File: config.mk
export PLATFORM = sky130hd
export DESIGN_NAME = ttb_walk_select
export DESIGN_NICKNAME = d
export VERILOG_FILES = /design/src/rtl/ttbsel_pkg.sv /design/src/rtl/ttbsel_ctl_reg.sv /design/src/rtl/ttbsel_addr_calc.sv /design/src/rtl/ttb_walk_select.sv
export SDC_FILE = /design/constraint.sdc
export NUM_CORES = 1
export LEC_CHECK = 0
export ABC_CLOCK_PERIOD_IN_PS = 1810
export BUFFER_PORTS_ARGS = -buffer_cell sky130_fd_sc_hd__buf_2
export CAP_MARGIN = 20
export CORE_MARGIN = 1.5
export CORE_UTILIZATION = 36
export CTS_BUF_LIST = sky130_fd_sc_hd__clkbuf_16
export CTS_CLUSTER_SIZE = 10
export DETAILED_ROUTE_END_ITERATION = 8
export GPL_TIMING_DRIVEN = 0
export PLACE_DENSITY = 0.76
export SLEW_MARGIN = 30
export SYNTH_ARGS = -nofsm -noshare
export SYNTH_HDL_FRONTEND = slang
export SYNTH_SLANG_ARGS = --single-unit
File: constraint.sdc
create_clock -name clk -period 1.81 [get_ports clk]
set_input_delay 0.2715 -clock clk [delete_from_list [all_inputs] [get_ports clk]]
set_output_delay 0.2715 -clock clk [all_outputs]
set_load 0.005 [all_outputs]
File: src/rtl/ttbsel_pkg.sv
package ttbsel_pkg;
   localparam int unsigned WORD_W      = 32;
   localparam int unsigned SPLIT_W     = 3;
   localparam int unsigned CODE_W      = 4;
   localparam int unsigned IDX_SHIFT   = 18;
   localparam logic [WORD_W-1:0] LONG_CLR_MASK = 32'h0038_C078;
   localparam logic [WORD_W-1:0] SEC_KEEP_MASK = 32'h0000_0037;
   localparam logic [WORD_W-1:0] MIN_KEEP_MASK = 32'h0000_0007;
   localparam logic [WORD_W-1:0] B1_ALIGN_MASK = 32'hFFFF_C000;
   localparam logic [WORD_W-1:0] IDX_MASK      = 32'h0000_3FFC;
   localparam logic [WORD_W-1:0] B0_LOW_MASK   = 32'h0000_3FFF;
   localparam logic [CODE_W-1:0] CODE_SECTION  = 4'd5;
   localparam int unsigned BIT_EXT     = 31;
   localparam int unsigned BIT_DIS0    = 4;
   localparam int unsigned BIT_DIS1    = 5;

   typedef struct packed {
      logic              fault;
      logic              sel;
      logic [WORD_W-1:0] addr;
   } lookup_t;
endpackage

File: src/rtl/ttbsel_ctl_reg.sv
module ttbsel_ctl_reg
   import ttbsel_pkg::*;
#(
   parameter int unsigned W = WORD_W
) (
   input  logic         clk,
   input  logic         rst_n,
   input  logic         cfg_large_pa,
   input  logic         cfg_sec_ext,
   input  logic         cfg_v8,
   input  logic         wr_en,
   input  logic [W-1:0] wr_data,
   output logic [W-1:0] ctl_q
);
   localparam int unsigned EXT_POS = BIT_EXT;

   generate
      if (W != WORD_W) begin : g_bad_width
         $error("ttbsel_ctl_reg: W must equal WORD_W");
      end
   endgenerate

   logic [W-1:0] masked;

   always_comb begin
      if (cfg_v8)
         masked = wr_data;
      else if (cfg_large_pa && wr_data[EXT_POS])
         masked = wr_data & ~LONG_CLR_MASK;
      else if (cfg_sec_ext)
         masked = wr_data & SEC_KEEP_MASK;
      else
         masked = wr_data & MIN_KEEP_MASK;
   end

   always_ff @(posedge clk) begin
      if (!rst_n)
         ctl_q <= '0;
      else if (wr_en)
         ctl_q <= masked;
   end

   a_r1_reset_clear: assert property (@(posedge clk)
      $past(!rst_n) |-> ctl_q == '0);
   a_r2_v8_raw: assert property (@(posedge clk) disable iff (!rst_n)
      wr_en && cfg_v8 |=> ctl_q == $past(wr_data));
   a_r4_short_mask: assert property (@(posedge clk) disable iff (!rst_n)
      wr_en && !cfg_v8 && !(cfg_large_pa && wr_data[EXT_POS])
      |=> ctl_q[W-1:6] == '0 && !ctl_q[3]);
   a_r5_min_mask: assert property (@(posedge clk) disable iff (!rst_n)
      wr_en && !cfg_v8 && !cfg_sec_ext && !(cfg_large_pa && wr_data[EXT_POS])
      |=> ctl_q[W-1:3] == '0);
endmodule

File: src/rtl/ttbsel_addr_calc.sv
module ttbsel_addr_calc
   import ttbsel_pkg::*;
#(
   parameter int unsigned W  = WORD_W,
   parameter int unsigned NW = SPLIT_W
) (
   input  logic [W-1:0] ctl,
   input  logic [W-1:0] base0,
   input  logic [W-1:0] base1,
   input  logic [W-1:0] va,
   output lookup_t      res
);
   localparam logic [W-1:0] ALL_ONES = '1;

   generate
      if (NW != SPLIT_W) begin : g_bad_split
         $error("ttbsel_addr_calc: NW must equal SPLIT_W");
      end
   endgenerate

   logic [NW-1:0] n;
   logic [W-1:0]  split_mask;
   logic [W-1:0]  b0_mask;
   logic [W-1:0]  table_base;
   logic          sel;
   logic          dis;

   always_comb begin
      n          = ctl[NW-1:0];
      split_mask = (n == '0) ? '0 : ~(ALL_ONES >> n);
      b0_mask    = ~(B0_LOW_MASK >> n);
      sel        = |(va & split_mask);
      table_base = sel ? (base1 & B1_ALIGN_MASK) : (base0 & b0_mask);
      dis        = sel ? ctl[BIT_DIS1] : ctl[BIT_DIS0];
      res.sel    = sel;
      res.fault  = dis;
      res.addr   = dis ? '0 : (table_base | ((va >> IDX_SHIFT) & IDX_MASK));
   end
endmodule

File: src/rtl/ttb_walk_select.sv
module ttb_walk_select
   import ttbsel_pkg::*;
#(
   parameter int unsigned ADDR_W = WORD_W,
   parameter int unsigned CW     = CODE_W
) (
   input  logic              clk,
   input  logic              rst_n,
   input  logic              cfg_large_pa,
   input  logic              cfg_sec_ext,
   input  logic              cfg_v8,
   input  logic              ctl_wr_en,
   input  logic [ADDR_W-1:0] ctl_wr_data,
   output logic [ADDR_W-1:0] ctl_q,
   input  logic [ADDR_W-1:0] base0,
   input  logic [ADDR_W-1:0] base1,
   input  logic              req_valid,
   input  logic [ADDR_W-1:0] req_va,
   output logic              rsp_valid,
   output logic [ADDR_W-1:0] rsp_addr,
   output logic              rsp_base_sel,
   output logic              rsp_fault,
   output logic [CW-1:0]     rsp_fault_code
);
   generate
      if (ADDR_W != WORD_W) begin : g_bad_addr
         $error("ttb_walk_select: ADDR_W must be 32");
      end
      if (CW < 3) begin : g_bad_code
         $error("ttb_walk_select: CW too narrow for the fault code");
      end
   endgenerate

   lookup_t look;

   ttbsel_ctl_reg #(.W(ADDR_W)) i_ctl (
      .clk          (clk),
      .rst_n        (rst_n),
      .cfg_large_pa (cfg_large_pa),
      .cfg_sec_ext  (cfg_sec_ext),
      .cfg_v8       (cfg_v8),
      .wr_en        (ctl_wr_en),
      .wr_data      (ctl_wr_data),
      .ctl_q        (ctl_q)
   );

   ttbsel_addr_calc #(.W(ADDR_W), .NW(SPLIT_W)) i_calc (
      .ctl   (ctl_q),
      .base0 (base0),
      .base1 (base1),
      .va    (req_va),
      .res   (look)
   );

   always_ff @(posedge clk) begin
      if (!rst_n) begin
         rsp_valid      <= 1'b0;
         rsp_addr       <= '0;
         rsp_base_sel   <= 1'b0;
         rsp_fault      <= 1'b0;
         rsp_fault_code <= '0;
      end else begin
         rsp_valid <= req_valid;
         if (req_valid) begin
            rsp_addr       <= look.addr;
            rsp_base_sel   <= look.sel;
            rsp_fault      <= look.fault;
            rsp_fault_code <= look.fault ? CW'(CODE_SECTION) : '0;
         end
      end
   end

   a_r10_rsp_follows: assert property (@(posedge clk) disable iff (!rst_n)
      req_valid |=> rsp_valid);
   a_r10_no_spurious: assert property (@(posedge clk) disable iff (!rst_n)
      !req_valid |=> !rsp_valid);
   a_r9_fault_form: assert property (@(posedge clk) disable iff (!rst_n)
      rsp_valid && rsp_fault |-> rsp_fault_code == CW'(5) && rsp_addr == '0);
   a_r9_ok_code: assert property (@(posedge clk) disable iff (!rst_n)
      rsp_valid && !rsp_fault |-> rsp_fault_code == '0);
   a_r6_n0_base0: assert property (@(posedge clk) disable iff (!rst_n)
      req_valid && ctl_q[2:0] == 3'd0 |=> !rsp_base_sel);
   a_r7_b1_align: assert property (@(posedge clk) disable iff (!rst_n)
      rsp_valid && !rsp_fault && rsp_base_sel |-> rsp_addr[1:0] == 2'b00);
endmodule

==> flow_metrics.py <==
metrics = {
    "logic_synthesis": {
        "synth_area_sq_um": 2730,
        "yosys_warnings": 0,
        "synth_cell_types": 42,
        "syn_inst": 301,
        "ys_async_sr_fraction_pct": 0,
        "synth_edf_count": 0,
        "yosys_most_used_dff": "dfxtp_1",
        "yosysSeqAreaShare_pct": 47.6,
        "avgSynthCellArea_sq_um": 9.08,
        "ys_ff_latch": 65,
    },
    "floorplanning": {
        "die_x_um": 90.1,
        "core_sq_um": 7290,
        "initial_utilization_pct": 37.5,
        "fp.dieH_um": 90.1,
        "rows": 31,
        "dieArea_sq_um": 8120,
        "io_pins": 206,
    },
    "worst_setup_path": {
        "cp_num_cells": 7,
        "crit_path_start_kind": "flop",
        "crit_fanout": 8,
        "criticalPathCategory": "reg -> reg",
        "path_cells": "a211oi_4 > o32ai_4 > o211a_1 > buf_6 > buf_8 > a222oi_1 > nor2_1",
        "crit_required_ns": 1.99,
        "critPathArrivalTime_ns": 2.04,
        "cp.buffers_inverters": 2,
        "crit_slowest_cell": "dfxtp_4",
        "cp-end-kind": "flop",
        "crit_family": "compound AO/OA/AOI/OAI gates",
        "reg2reg_depth": 7,
        "cp_slowest_stage_delay_ns": 0.39,
    },
    "sta": {
        "tightest_slew_ns": 0.609,
        "fin_crit_sh_pct": 103,
        "hold_violations": 0,
        "maxSlewHeadroom_pct": 59.4,
        "worst_hold_slack_ns": 0.181,
        "fmax_mhz": 537,
        "rsz0062_at_grt": "yes",
        "setup-violations-final": 5,
        "layout_setup_ws_ns": -0.0524,
        "fin_setup_tns_ns": -0.120,
        "min_period_ns": 1.86,
        "skew_ns": 0.00469,
        "drv_slew": 0,
    },
    "detailed_routing": {
        "vias": 2951,
        "drtIter0Drc": 145,
        "postRouteAntennaNets": 0,
        "drc": 0,
        "avgRoutedWirePerCell_um": 13.9,
        "firstDrtPassIters": 8,
        "drt-vias-per-instance": 4.99,
        "drt_wl_total_mm": 8.19,
    },
    "power_and_ir_drop": {
        "peakVddDrop_mv": 0.540,
        "p_int_mw": 2.80,
        "power.density_nw_per_um2": 923,
        "p_seq_share_pct": 41.4,
        "power_mw": 3.82,
        "p_leak_nw": 2.00,
        "clkPwrFrac_pct": 40.6,
        "netSwitchingFraction_pct": 26.6,
        "power_frac_comb_pct": 18.0,
        "power.switching_mw": 1.02,
    },
    "global_route": {
        "use_met1_pct": 23.8,
        "grt.total_usage_pct": 19.6,
        "grt_pass1_wl_mm": 13.0,
        "antenna_found_initial": 0,
        "top_usage_layer": "met2",
        "grt_pass1_vias": 2772,
        "grt_start_max_net_pins": 13,
        "grt_use_met3_pct": 5.41,
        "gr-total-overflow": 0,
        "grt_util_met2_pct": 33.1,
    },
    "run_status": {
        "status": "finished, violations left",
        "violations": "negative setup slack",
    },
    "clock_network": {
        "cts_root_buffer": "clkbuf_16",
        "postCtsHoldBufs": 0,
        "htree_num_levels": 3,
        "clkLatencyLatePin_ns": 0.31,
        "tritoncts.num_buffers": 9,
        "cts.sinks": 65,
        "path_clk_slew_ns": 0.06,
        "clock_path_buffers": 2,
        "cts_tree": "done",
    },
    "placement": {
        "io_buffers": 159,
        "placed_area_sq_um": 3660,
        "place.gp.congestion": 0.914,
        "dp_hpwl_mm": 5.98,
    },
    "final_layout": {
        "drive_gt1_share_pct": 45.9,
        "nets": 622,
        "syn2layout_area_growth_pct": 51.6,
        "diodes": 0,
        "final_area_sq_um": 4140,
    },
    "min_path": {
        "hp-class": "in -> reg",
        "hold_path_depth": 3,
    },
    "flow_run": {
        "maxCapViolCount": 0,
    },
}
==> synthesized netlist by cell type (3+ instances only) <==
library cell / instances / area share, %
a21oi_1: 41 / 7.5
a222oi_1: 18 / 6.6
buf_4: 6 / 1.6
buf_6: 7 / 2.9
clkbuf_1: 16 / 2.2
dfxtp_1: 65 / 48
inv_1: 4 / 0.55
mux2i_1: 3 / 1.1
nand2_1: 11 / 1.5
nand3_1: 3 / 0.55
nor2_1: 53 / 7.3
nor2b_1: 30 / 6.9
o211a_1: 3 / 1.1
o21ai_0: 4 / 0.73
o21ai_1: 5 / 0.92
==> tightest hold or removal path, cell delays in order <==
cell and delay (ns):
buf_2 0.07, a21oi_1 0.05, nor2_1 0.07
==> cell type report <==
type	count	area, sq um
Buffer	28	180
Clock buffer	9	225
Fill cell	675	3150
Timing Repair Buffer	173	917
Multi-Input combinational cell	204	1320
Inverter	6	22.5
Sequential cell	65	1310
Clock inverter	7	47.5
Tap cell	99	124
==> registers in the layout, summed over array words and instances, names as in the netlist <==
name	count
rsp_base_sel	1
rsp_fault_code	1
rsp_valid	1
i_ctl.ctl_q	32
rsp_addr	30
==> power groups by stage <==
| stage | logic, mW | registers, mW | clock network [mW] |
|---|---|---|---|
| global route | 0.748 | 1.59 | 1.66 |
| finish | 0.688 | 1.58 | 1.55 |
| CTS | 0.678 | 1.58 | 1.59 |
| global placement | 0.595 | 1.60 | 0 |
| floorplan | 0.320 | 1.61 | 0 |
| detailed placement | 0.606 | 1.60 | 0 |
==> final timing paths <==
| path | from | to | slack, ns |
|---|---|---|---|
| worst max-delay path | i_ctl.ctl_q[1] | rsp_addr[28] | -0.05 |
| worst min-delay path | ctl_wr_data[19] | i_ctl.ctl_q[19] | 0.18 |
| worst max register to register | i_ctl.ctl_q[1] | rsp_addr[28] | -0.05 |
| worst min register to register | rsp_addr[6] | rsp_addr[6] | 0.47 |
==> kinds of logic after synthesis <==
logic type | after synthesis | share of synthesized area [%]
AO/OA/AOI/OAI | 92 | 24.8
flip-flops | 65 | 47.6
AND/OR/NAND/NOR | 105 | 18.8
buffers and inverters | 35 | 7.56
other | 1 | 0.137
multiplexers | 3 | 1.10
==> what timing repair did <==
| action | in CTS | in global routing |
|---|---|---|
| endpoints found under the setup margin | 29 | 31 |
| buffers inserted | 11 | 3 |
| resized for setup | 15 | 6 |
| pin swaps | 33 | 13 |
==> metal layers <==
layer / vias up / routed length (um) / share of wire (%)
met5: - / 0 / 0
met4: 0 / 69 / 0.84
met3: 8 / 663 / 8.1
met2: 141 / 4080 / 50
met1: 1367 / 3380 / 41
li1: 1435 / - / -
==> cell usage in the layout (no fill, tap or decap), types with 6 or more instances in the layout <==
cell type and n:
a21oi_1 38, a222oi_1 18, buf_2 159, buf_4 18
clkbuf_1 16, clkbuf_16 9, dfxtp_1 64, nand2_1 11
nor2_1 52, nor2b_1 30, o21ai_2 6
==> metrics by stage <==
| step | util [%] | instances | setup WS (ns) |
|---|---|---|---|
| floorplan | - | 304 | 0.0335 |
| global placement | 50.2 | 562 | -0.0982 |
| detailed placement | 50.2 | 562 | -0.147 |
| CTS | 56.3 | 589 | -0.0721 |
| global route | 56.8 | 591 | -0.139 |
| finish | 56.8 | 591 | -0.0524 |
(Power assumes the default switching activity.)
